`src/rtl/osc_cmp_pkg.sv`:
```
package osc_cmp_pkg;
   typedef enum logic [2:0] {
      CORNER_TT = 3'd0,
      CORNER_FF = 3'd1,
      CORNER_SS = 3'd2,
      CORNER_FS = 3'd3,
      CORNER_SF = 3'd4
   } corner_e;

   function automatic int unsigned abs_gap(input int unsigned a, input int unsigned b);
      return (a >= b) ? (a - b) : (b - a);
   endfunction
endpackage

```
`src/rtl/osc_edge_sync.sv`:
```
module osc_edge_sync #(
   parameter int SYNC_STAGES = 2
) (
   input  logic clk,
   input  logic rst_n,
   input  logic osc_in,
   output logic rise_o
);
   generate
      if (SYNC_STAGES < 2) begin : g_bad
         $error("osc_edge_sync: SYNC_STAGES must be at least 2");
      end
   endgenerate

   logic [SYNC_STAGES:0] chain_q;

   always_ff @(posedge clk or negedge rst_n) begin
      if (!rst_n) chain_q[0] <= 1'b0;
      else        chain_q[0] <= osc_in;
   end

   for (genvar i = 1; i <= SYNC_STAGES; i++) begin : g_stage
      always_ff @(posedge clk or negedge rst_n) begin
         if (!rst_n) chain_q[i] <= 1'b0;
         else        chain_q[i] <= chain_q[i-1];
      end
   end

   assign rise_o = chain_q[SYNC_STAGES-1] & ~chain_q[SYNC_STAGES];
endmodule

```
`src/rtl/lap_ref_counter.sv`:
```
module lap_ref_counter #(
   parameter int CW    = 9,
   parameter int LAP_W = 2
) (
   input  logic             clk,
   input  logic             rst_n,
   input  logic             clr,
   input  logic             inc,
   input  logic [LAP_W-1:0] laps_m1,
   output logic             last_o
);
   localparam logic [CW-1:0] CNT_TOP = {CW{1'b1}};

   logic [CW-1:0]    cnt_q;
   logic [LAP_W-1:0] lap_q;
   logic             wrap;

   assign wrap   = inc && (cnt_q == CNT_TOP);
   assign last_o = wrap && (lap_q == laps_m1);

   always_ff @(posedge clk or negedge rst_n) begin
      if (!rst_n) begin
         cnt_q <= '0;
         lap_q <= '0;
      end else if (clr) begin
         cnt_q <= '0;
         lap_q <= '0;
      end else if (inc) begin
         cnt_q <= cnt_q + 1'b1;
         if (wrap) lap_q <= lap_q + 1'b1;
      end
   end

   // a lap never advances past the last requested lap while counting
   a_r2_lap_bounded: assert property (@(posedge clk) disable iff (!rst_n)
      (inc && !clr) |-> (lap_q <= laps_m1));
endmodule

```
`src/rtl/load_counter.sv`:
```
module load_counter #(
   parameter int DW = 12
) (
   input  logic          clk,
   input  logic          rst_n,
   input  logic          clr,
   input  logic          inc,
   input  logic [DW-1:0] limit,
   output logic [DW-1:0] next_o,
   output logic          hit_o
);
   logic [DW-1:0] cnt_q;

   assign next_o = inc ? (cnt_q + 1'b1) : cnt_q;
   assign hit_o  = inc && (next_o == limit);

   always_ff @(posedge clk or negedge rst_n) begin
      if (!rst_n)   cnt_q <= '0;
      else if (clr) cnt_q <= '0;
      else if (inc) cnt_q <= next_o;
   end

   // the loaded count never climbs past the target
   a_r3_load_bounded: assert property (@(posedge clk) disable iff (!rst_n)
      !clr |-> (cnt_q <= limit));
endmodule

```
`src/rtl/corner_judge.sv`:
```
module corner_judge
   import osc_cmp_pkg::*;
#(
   parameter int DW        = 12,
   parameter int LAP_W     = 2,
   parameter int TOL_W     = 8,
   parameter int NOM_W     = 9,
   parameter int NOM_TT    = 128,
   parameter int NOM_FF    = 112,
   parameter int NOM_SS    = 144,
   parameter int NOM_FS    = 120,
   parameter int NOM_SF    = 136,
   parameter bit TOL_SCALE = 1'b1
) (
   input  logic [2:0]       corner,
   input  logic [LAP_W-1:0] laps_m1,
   input  logic [TOL_W-1:0] tol,
   input  logic [DW-1:0]    diff,
   output logic [NOM_W-1:0] nom_o,
   output logic             oor_o
);
   localparam int JW = DW + TOL_W + 1;

   generate
      if (NOM_TT >= (1 << NOM_W) || NOM_FF >= (1 << NOM_W) || NOM_SS >= (1 << NOM_W) ||
          NOM_FS >= (1 << NOM_W) || NOM_SF >= (1 << NOM_W)) begin : g_bad_nom
         $error("corner_judge: nominal value does not fit NOM_W");
      end
   endgenerate

   always_comb begin
      case (corner_e'(corner))
         CORNER_FF: nom_o = NOM_W'(NOM_FF);
         CORNER_SS: nom_o = NOM_W'(NOM_SS);
         CORNER_FS: nom_o = NOM_W'(NOM_FS);
         CORNER_SF: nom_o = NOM_W'(NOM_SF);
         default:   nom_o = NOM_W'(NOM_TT);
      endcase
   end

   logic [JW-1:0] laps;
   logic [JW-1:0] nom_scaled;
   logic [JW-1:0] tol_scaled;
   logic [JW-1:0] diff_w;
   logic [JW-1:0] gap;

   assign laps       = JW'(laps_m1) + JW'(1);
   assign nom_scaled = JW'(nom_o) * laps;
   assign diff_w     = JW'(diff);

   generate
      if (TOL_SCALE) begin : g_tol_scaled
         assign tol_scaled = JW'(tol) * laps;
      end else begin : g_tol_fixed
         assign tol_scaled = JW'(tol);
      end
   endgenerate

   assign gap   = (diff_w >= nom_scaled) ? (diff_w - nom_scaled) : (nom_scaled - diff_w);
   assign oor_o = (gap > tol_scaled);
endmodule

```
`src/rtl/osc_diff_comparator.sv`:
```
module osc_diff_comparator #(
   parameter int CW          = 9,
   parameter int LAP_W       = 2,
   parameter int TOL_W       = 8,
   parameter int SYNC_STAGES = 2,
   parameter int NOM_TT      = 128,
   parameter int NOM_FF      = 112,
   parameter int NOM_SS      = 144,
   parameter int NOM_FS      = 120,
   parameter int NOM_SF      = 136,
   parameter bit TOL_SCALE   = 1'b1,
   localparam int DW         = CW + LAP_W + 1
) (
   input  logic             clk,
   input  logic             rst_n,
   input  logic             start,
   input  logic [LAP_W-1:0] lap_sel,
   input  logic [2:0]       corner_code,
   input  logic [TOL_W-1:0] tol,
   input  logic             ref_osc,
   input  logic             load_osc,
   output logic             ref_en,
   output logic             load_en,
   output logic [DW-1:0]    diff,
   output logic             out_of_range,
   output logic             load_err,
   output logic             done
);
   generate
      if (CW < 2 || LAP_W < 1 || TOL_W < 1) begin : g_bad
         $error("osc_diff_comparator: width parameter out of range");
      end
   endgenerate

   logic             run_q, done_q, err_q, oor_q;
   logic [DW-1:0]    diff_q;
   logic [LAP_W-1:0] laps_m1_q;
   logic [2:0]       corner_q;
   logic [TOL_W-1:0] tol_q;

   logic ref_rise, load_rise;
   logic ref_last, load_hit;
   logic start_ok, stop;
   logic [DW-1:0] target, load_next, diff_calc;
   logic [CW-1:0] nom_sel;
   logic          oor_calc;

   osc_edge_sync #(.SYNC_STAGES(SYNC_STAGES)) u_ref_sync (
      .clk(clk), .rst_n(rst_n), .osc_in(ref_osc), .rise_o(ref_rise));

   osc_edge_sync #(.SYNC_STAGES(SYNC_STAGES)) u_load_sync (
      .clk(clk), .rst_n(rst_n), .osc_in(load_osc), .rise_o(load_rise));

   assign start_ok = start && !run_q;
   assign target   = (DW'(laps_m1_q) + DW'(1)) << CW;

   lap_ref_counter #(.CW(CW), .LAP_W(LAP_W)) u_ref_cnt (
      .clk(clk), .rst_n(rst_n), .clr(start_ok), .inc(run_q && ref_rise),
      .laps_m1(laps_m1_q), .last_o(ref_last));

   load_counter #(.DW(DW)) u_load_cnt (
      .clk(clk), .rst_n(rst_n), .clr(start_ok), .inc(run_q && load_rise),
      .limit(target), .next_o(load_next), .hit_o(load_hit));

   assign stop      = run_q && (ref_last || load_hit);
   assign diff_calc = load_hit ? '0 : (target - load_next);

   corner_judge #(
      .DW(DW), .LAP_W(LAP_W), .TOL_W(TOL_W), .NOM_W(CW),
      .NOM_TT(NOM_TT), .NOM_FF(NOM_FF), .NOM_SS(NOM_SS),
      .NOM_FS(NOM_FS), .NOM_SF(NOM_SF), .TOL_SCALE(TOL_SCALE)
   ) u_judge (
      .corner(corner_q), .laps_m1(laps_m1_q), .tol(tol_q),
      .diff(diff_calc), .nom_o(nom_sel), .oor_o(oor_calc));

   always_ff @(posedge clk or negedge rst_n) begin
      if (!rst_n) begin
         run_q     <= 1'b0;
         done_q    <= 1'b0;
         err_q     <= 1'b0;
         oor_q     <= 1'b0;
         diff_q    <= '0;
         laps_m1_q <= '0;
         corner_q  <= '0;
         tol_q     <= '0;
      end else if (start_ok) begin
         run_q     <= 1'b1;
         done_q    <= 1'b0;
         err_q     <= 1'b0;
         oor_q     <= 1'b0;
         diff_q    <= '0;
         laps_m1_q <= lap_sel;
         corner_q  <= corner_code;
         tol_q     <= tol;
      end else if (stop) begin
         run_q  <= 1'b0;
         done_q <= 1'b1;
         err_q  <= load_hit;
         oor_q  <= load_hit || oor_calc;
         diff_q <= diff_calc;
      end
   end

   assign ref_en       = run_q;
   assign load_en      = run_q;
   assign diff         = diff_q;
   assign out_of_range = oor_q;
   assign load_err     = err_q;
   assign done         = done_q;

   // an accepted start enables both oscillators in the next cycle
   a_r1_enable_on_start: assert property (@(posedge clk) disable iff (!rst_n)
      (start && !ref_en) |=> (ref_en && load_en && !done));

   // the enables only fall together with the result becoming valid
   a_r2_stop_sets_done: assert property (@(posedge clk) disable iff (!rst_n)
      $fell(ref_en) |-> (done && !load_en));

   // an error result always reads as zero difference and out of range
   a_r7_err_zero_diff: assert property (@(posedge clk) disable iff (!rst_n)
      load_err |-> (diff == '0 && out_of_range && done));

   // a start during a run does not drop the enables or raise done
   a_r8_busy_start_ignored: assert property (@(posedge clk) disable iff (!rst_n)
      (ref_en && start && !stop) |=> (ref_en && !done));

   // results hold while no new start is accepted
   a_r9_hold_results: assert property (@(posedge clk) disable iff (!rst_n)
      (done && !start) |=> (done && $stable(diff) && $stable(out_of_range) && $stable(load_err)));

   // the stop request never survives into the idle state
   a_r3_stop_in_run: assert property (@(posedge clk) disable iff (!rst_n)
      stop |=> !ref_en);
endmodule

```
`config.mk`:
```
export PLATFORM = sky130hd
export DESIGN_NAME = osc_diff_comparator
export DESIGN_NICKNAME = d
export VERILOG_FILES = /design/src/rtl/osc_cmp_pkg.sv /design/src/rtl/osc_edge_sync.sv /design/src/rtl/lap_ref_counter.sv /design/src/rtl/load_counter.sv /design/src/rtl/corner_judge.sv /design/src/rtl/osc_diff_comparator.sv
export SDC_FILE = /design/constraint.sdc
export NUM_CORES = 1
export LEC_CHECK = 0
export ABC_AREA = 1
export ABC_CLOCK_PERIOD_IN_PS = 7650
export BUFFER_PORTS_ARGS = -buffer_cell sky130_fd_sc_hd__buf_4
export CAP_MARGIN = 20
export CORE_ASPECT_RATIO = 0.8
export CORE_MARGIN = 4
export CORE_UTILIZATION = 50
export DETAILED_ROUTE_END_ITERATION = 8
export GPL_TIMING_DRIVEN = 0
export PLACE_DENSITY = 0.68
export SETUP_SLACK_MARGIN = 0.15
export SLEW_MARGIN = 10
export SYNTH_ARGS = -nofsm -noshare
export SYNTH_HDL_FRONTEND = slang
export SYNTH_SLANG_ARGS = --single-unit
```
`constraint.sdc`:
```
create_clock -name clk -period 7.65 [get_ports clk]
set_input_delay 0.765 -clock clk [delete_from_list [all_inputs] [get_ports clk]]
set_output_delay 0.765 -clock clk [all_outputs]
set_load 0.01 [all_outputs]
```
==> results.md, run 1 <==
* Final Hold Vio Count at 0
* Unrepaired setup endpoints after global routing: false
* Total grt overflow at 0
* Max-cap viol count at 0
* First-pass GRT wire length at 20400 um
* Post-synth net total at 769
* IO buf count at 34
* Switching pwr at 0.849 mW
* FF-to-FF setup slack at 1160 ps
* Crit. End Element: flip-flop
* Synth top area share at 29.2%
* Clk slew on worst S/H paths at 50 ps
* # rows at 32
* Top-count cell post-synth: nand2_1
* Final HPWL DP at 9370 um
* Internal Power at 1.03 mW
* Layout area overhead at 15.0%
* Total track usage at 21.4%
* Drt pass-1 iters at 4
* Cts hold-fix bufs at 0
* DR WL/cell at 13.2 um
* Status: finished clean
* CP arrival at 6720 ps
* Worst hold path class: flip-flop to flip-flop
* Synth unique cells at 40
* Tot Pwr at 1.88 mW
* Clk network pwr share at 23.1%
* Routed Antenna Nets at 0
* GPL Wtd Cong at 0.890
* Top_reg_cell synth: dfrtp_1
* Clock net sink count at 58
* Design area at 0.00571 sq mm
* Startpoint Class: flip-flop
* Root Driver: clkbuf_16
* Vias in the first global route at 4435
* CTS Buf Count at 9
* Vias per inst at 5.08
* Core Region at 0.00965 sq mm
* Initial antenna violation count at 0
* Final setup fails at 0
* Fmax at 154 MHz
* Largest net degree at the start of global routing at 59
* Switching power share of the total at 45.1%
* Post-Syn Area per Cell at 7.22 sq um
* Synth cell count leaders: 178 x nand2_1, 109 x inv_1, 69 x nor2_1
* Most used cell, CP: nand2_1
* WL final at 11500 um
* Critical path data required time at 7870 ps
* Crit path max fanout at 10
* Slowest stage delay, CP at 610 ps
* Worst slew pin tran at 722 ps
* Pre-CTS WS at 1220 ps
* Number of flops mapped to enable cells by yosys at 0
* Post-Syn Area at 0.00497 sq mm
* Worst Path Buf+Inv at 8
* Setup tns final at 0 ps
* Post-synth ARST share at 100%
* CP delay by family, top: adder cells
* H-tree levels at 3
* Sequential area share after synthesis at 29.2%
* Static Leak at 3.13 nW
* Kind of critical path: flip-flop to flip-flop
* Post-CTS setup buffers at 0
* Via count at 4441
* Die Y at 97.2 um
* Layout cells sized above 1 at 11.0%
* Post-CTS Resized at 0
* Drt drc at 0
* Ys Warns at 0
* Die X-Extent at 119 um
* Slew Limit Fails at 0
* Final Worst Setup Slack at 1160 ps
* DIE AREA at 0.0116 sq mm
* Largest cells by area after synthesis: dfrtp_1 29%, nand2_1 13%, ha_1 13%
* CTS tree: built
* PD cells at 330 mW/mm^2
* #FFs+latches synth at 58
* Initial core utilization at 51.5%
* Synth Instances at 688
* Nets at 814
* Placed cell areas at 0.00539 sq mm
* Slew margin rel. at 51.9%
* Largest area contributor in the netlist: dfrtp_1
* Maximum clock path buffer count at 2
* Initial DRC Count at 188
* Part of the power in combinational logic at 54.9%
* Hold_ws at 351 ps
* Clk_lat worst skew at 340 ps
* Part of the power in registers at 22.0%
* ANT cells at 0
* Num ports at 35
* Final Cycle Share at 84.9%
* Worst Skew at 7.72 ps
* Max IR drop VDD at 0.184 mV
* Min cycle time layout at 6490 ps
* Fill cells at 934
* Highest-delay cell along the critical path: o41ai_1
==> layout by cell type (no fill, tap or decap), drive strengths merged, types with 3 or more instances in the layout <==
cell	Yosys	layout
inv	111	111
o21ai	44	44
xnor2	7	7
a21oi	34	34
dfrtp	58	58
xor2	19	19
nor3	7	7
nand2	186	186
fa	11	11
a31oi	3	3
o211ai	3	3
o21bai	5	5
nor2	77	77
nand3	38	38
a21o	3	3
buf	3	37
clkinv	3	5
ha	52	52
nand4	4	4
clkbuf	9	20
==> power by group through the flow <==
| stage | Combinational, mW | Clock [mW] | Sequential (mW) |
|---|---|---|---|
| 5_1_grt | 1.19 | 0.454 | 0.424 |
| 3_3_place_gp | 1.00 | 0 | 0.414 |
| 2_1_floorplan | 0.760 | 0 | 0.411 |
| 3_5_place_dp | 1.02 | 0 | 0.418 |
| 4_1_cts | 1.03 | 0.442 | 0.413 |
| 6_report | 1.03 | 0.435 | 0.414 |
==> registers in the layout, summed over array words and instances (netlist names), 2 cells and up <==
signal / count
u_load_cnt.cnt_q: 12
corner_q: 3
u_ref_sync.chain_q: 3
u_ref_cnt.lap_q: 2
u_load_sync.chain_q: 3
tol_q: 8
diff: 12
laps_m1_q: 2
u_ref_cnt.cnt_q: 9
==> per-layer routing <==
metal / up-vias / GRT usage, % / part of all wire [%]
met4: 0 / 5.63 / 1.8
met3: 21 / 4.48 / 4.8
met1: 2052 / 30.4 / 50
li1: 2269 / - / -
met2: 99 / 33.2 / 43
met5: - / 0 / 0
==> through the flow <==
stage                     util (%)  instances
after floorplan                  -        688
after global placement        55.9        858
after detailed placement      55.9        858
after CTS                     59.2        874
after global routing          59.2        874
final                         59.2        874
==> worst paths after layout <==
path | from | endpoint | cells past startpoint
setup / recovery | laps_m1_q[0] | out_of_range | 31
hold / removal | u_ref_sync.chain_q[0] | u_ref_sync.chain_q[1] | 0
setup reg to reg | laps_m1_q[0] | out_of_range | 31
hold reg to reg | u_ref_sync.chain_q[0] | u_ref_sync.chain_q[1] | 0
max in group asynchronous | rst_n | u_ref_sync.chain_q[1] | 1
min in group asynchronous | rst_n | u_load_cnt.cnt_q[2] | 1
==> final cells by class <==
| class | count | area, sq um | share of cell area [%] |
|---|---|---|---|
| Timing Repair Buffer | 34 | 255 | 4.47 |
| Clock inverter | 5 | 77.6 | 1.36 |
| Clock buffer | 11 | 243 | 4.25 |
| Sequential cell | 58 | 1450 | 25.4 |
| Buffer | 12 | 60.1 | 1.05 |
| Multi-Input combinational cell | 504 | 3030 | 53.0 |
| Tap cell | 136 | 170 | 2.98 |
| Inverter | 114 | 428 | 7.49 |
==> worst reg2reg max path, delay by kind of cell, from the launching register on <==
family	cells	cell delay (ps)
AOI/OAI and AO/OA	4	950
xor gates and xnor gates	1	210
buffers and inverters	8	1210
adders and majority gates	5	1930
DFF	1	470
and+or+nand+nor	13	1620
==> cell families (layout without fill, tap and decap cells) <==
logic type / Yosys count / after routing / share of synthesized area (%)
XOR/XNOR: 26 / 26 / 4.74
adder cells (fa/ha/maj): 63 / 63 / 17.5
AND/OR/NAND/NOR: 315 / 315 / 27.3
AO/OA/AOI/OAI: 100 / 100 / 11.4
buffers and inverters: 126 / 176 / 9.82
flip-flops: 58 / 58 / 29.2
(Power assumes the default switching activity.)
==> inputs of run 2 (changes only) <==
- ABC_AREA: 1 -> 0
- ABC_CLOCK_PERIOD_IN_PS: 7650 -> 6010
- clock period: 7.65 -> 6.01 ns (I/O delays scaled with it)
==> results.md, run 2 <==
* Final Cycle Share at 103%
* Synth Area in Adders at 17.3%
* Nets at 774
* Worst Skew at 6.69 ps
* Top_reg_cell synth: dfrtp_1
* Kind of critical path: flip-flop to flip-flop
* Final HPWL DP at 9470 um
* DR WL/cell at 15.8 um
* Worst slew pin tran at 741 ps
* CTS Buf Count at 9
* Reg area at 0.00145 sq mm
* Critical path data required time at 6200 ps
* Routed Antenna Nets at 0
* Most used cell, CP: buf_4
* Total track usage at 23.3%
* Ys Warns at 0
* Commonest non-fill, non-tap cells in the layout: 88 x nand2_1, 77 x buf_4, 56 x dfrtp_1, 49 x inv_1, 46 x ha_1
* Largest area contributor in the netlist: dfrtp_1
* Initial DRC Count at 283
* Reg2Reg Depth at 37
* Core Region at 0.00973 sq mm
* Clk slew on worst S/H paths at 60 ps
* Post-Syn Area per Cell at 8.39 sq um
* Num ports at 35
* Highest-delay cell along the critical path: or4_4
* Total grt overflow at 0
* Startpoint Class: flip-flop
* Via count at 4638
* Cts hold-fix bufs at 0
* Initial antenna violation count at 0
* #FFs+latches synth at 58
* Top-count cell post-synth: nand2_1
* Drt pass-1 iters at 5
* Vias per inst at 5.56
* Final Hold Vio Count at 0
* Layout area overhead at 27.0%
* Unrepaired setup endpoints after global routing: true
* Root Driver: clkbuf_16
* Slowest stage delay, CP at 590 ps
* Sequential area share after synthesis at 28.8%
* Final setup fails at 1
* Clock net sink count at 58
* Crit. End Element: flip-flop
* Commonest non-fill, non-tap cell in the layout: nand2_1
* Slew margin rel. at 50.6%
* H-tree levels at 3
* Die X-Extent at 120 um
* Status: finished with violations
* Max-cap viol count at 0
* Synth top area share at 28.8%
* # rows at 32
* IO buf count at 34
* Vias in the first global route at 4544
* Clk_lat worst skew at 340 ps
* Setup tns final at -191 ps
* Slew Limit Fails at 0
* Crit path max fanout at 4
* First-pass GRT wire length at 22300 um
* Synth Area in XOR/XNOR at 7.47%
* Compound-gate portion of the synthesized area at 16.1%
* Maximum clock path buffer count at 2
* Largest family of logic cells by synthesized area: simple AND/OR/NAND/NOR gates
* Final Worst Setup Slack at -191 ps
* Post-Syn Area at 0.00504 sq mm
* Fmax at 161 MHz
* Post-synth ARST share at 100%
* Design area at 0.00641 sq mm
* WL final at 13200 um
* Failing checks: setup timing
* Worst hold path class: input port to asynchronous set/reset pin
* Die Y at 97.8 um
* Synth Instances at 601
* Min cycle time layout at 6200 ps
* Synth unique cells at 63
* Largest cells by area after synthesis: dfrtp_1 29%, ha_1 13%, nand2_1 6.8%
* Initial core utilization at 51.8%
* Drt drc at 0
* Layout cells sized above 1 at 22.3%
* Multi-input gate area at 0.00349 sq mm
* CTS tree: built
* CP arrival at 6390 ps
* Largest net degree at the start of global routing at 59
* GPL Wtd Cong at 0.906
* Placed cell areas at 0.00551 sq mm
* DIE AREA at 0.0118 sq mm
* Number of flops mapped to enable cells by yosys at 0
* Simple-gate share of the synthesized area at 22.3%
* Mux cell area share after synthesis at 1.59%
* Core Util, Final at 65.8%
* Hold_ws at 329 ps
* Post-synth net total at 682
* Synth cell count leaders: 91 x nand2_1, 58 x dfrtp_1, 52 x ha_1
* Fill cells at 829
* ANT cells at 0
-- run 2: cell types whose count changed in the layout (fill, tap and decap cells not counted), moves of 8 or more --
cell     delta
buf_6      +10
nor2b_1     +8
nor2_2      -8
a21oi_1    -13
inv_1      -60
nand3_1     -9
and2_1     +13
nand2_1    -90
nor2_1     -36
buf_4      +41
xnor2_1    +14
-- run 2: per-stage QoR --
stage / setup WS, ps / instances
6_report: -191 / 834
5_1_grt: -473 / 834
4_1_cts: -56.1 / 827
3_3_place_gp: -586 / 771
3_5_place_dp: -731 / 771
2_1_floorplan: 186 / 601
-- run 2: final timing paths --
| check | slack, ps | from | end |
|---|---|---|---|
| max | -190 | u_load_cnt.cnt_q[0] | out_of_range |
| min | 330 | rst_n | diff[6] |
| max reg2reg | -190 | u_load_cnt.cnt_q[0] | out_of_range |
| min reg2reg | 350 | u_ref_sync.chain_q[0] | u_ref_sync.chain_q[1] |
| max in group asynchronous | 5150 | rst_n | laps_m1_q[0] |
| min in group clk | 350 | u_ref_sync.chain_q[0] | u_ref_sync.chain_q[1] |
-- run 2: timing repair --
action / 4_1_cts / 5_1_grt
hold endpoints to repair: 0 / 0
gates resized for setup: 46 / 15
cloned: 0 / 0
endpoints found under the setup margin: 1 / 1
buffers inserted: 40 / 7
pin swaps: 28 / 26
-- run 2: per-layer routing --
metal / GRT usage [%] / share of wire [%] / up-vias / routed length, um
met1: 34.0 / 48 / 2234 / 6380
met3: 3.42 / 4.8 / 15 / 638
met2: 36.9 / 46 / 124 / 6040
met4: 5.23 / 0.98 / 0 / 129
met5: 0 / 0 / - / 0
li1: - / - / 2265 / -
-- run 2: critical path: cells and delay by family (launching register included) --
kind | cells | cell delay, ps
xor+xnor | 2 | 210
buf+inv | 15 | 1760
simple gates | 11 | 2080
fa+ha+maj | 3 | 750
compound gates | 6 | 840
flops | 1 | 400
-- run 2: cell families after synthesis --
| kind of cell | Yosys count |
|---|---|
| simple gates | 229 |
| compound gates | 123 |
| buf+inv | 77 |
| fa+ha+maj | 63 |
| flops | 58 |
| xor+xnor | 43 |
| mux | 8 |
-- run 2: final cells by class --
cell class              count  share of cell area, %
multi-input cells         466                   54.4
flip-flops and latches     58                   22.7
repair buffers             81                   10.0
clock buffers               9                   3.52
inverters                  50                   2.93
plain buffers              27                   2.87
well taps                 136                   2.66
clock inverters             7                  0.859
Power of run 2 is left out: the tool's default activity adds up to more than one toggle a clock period on the data nets, which glitch-free logic cannot reach.
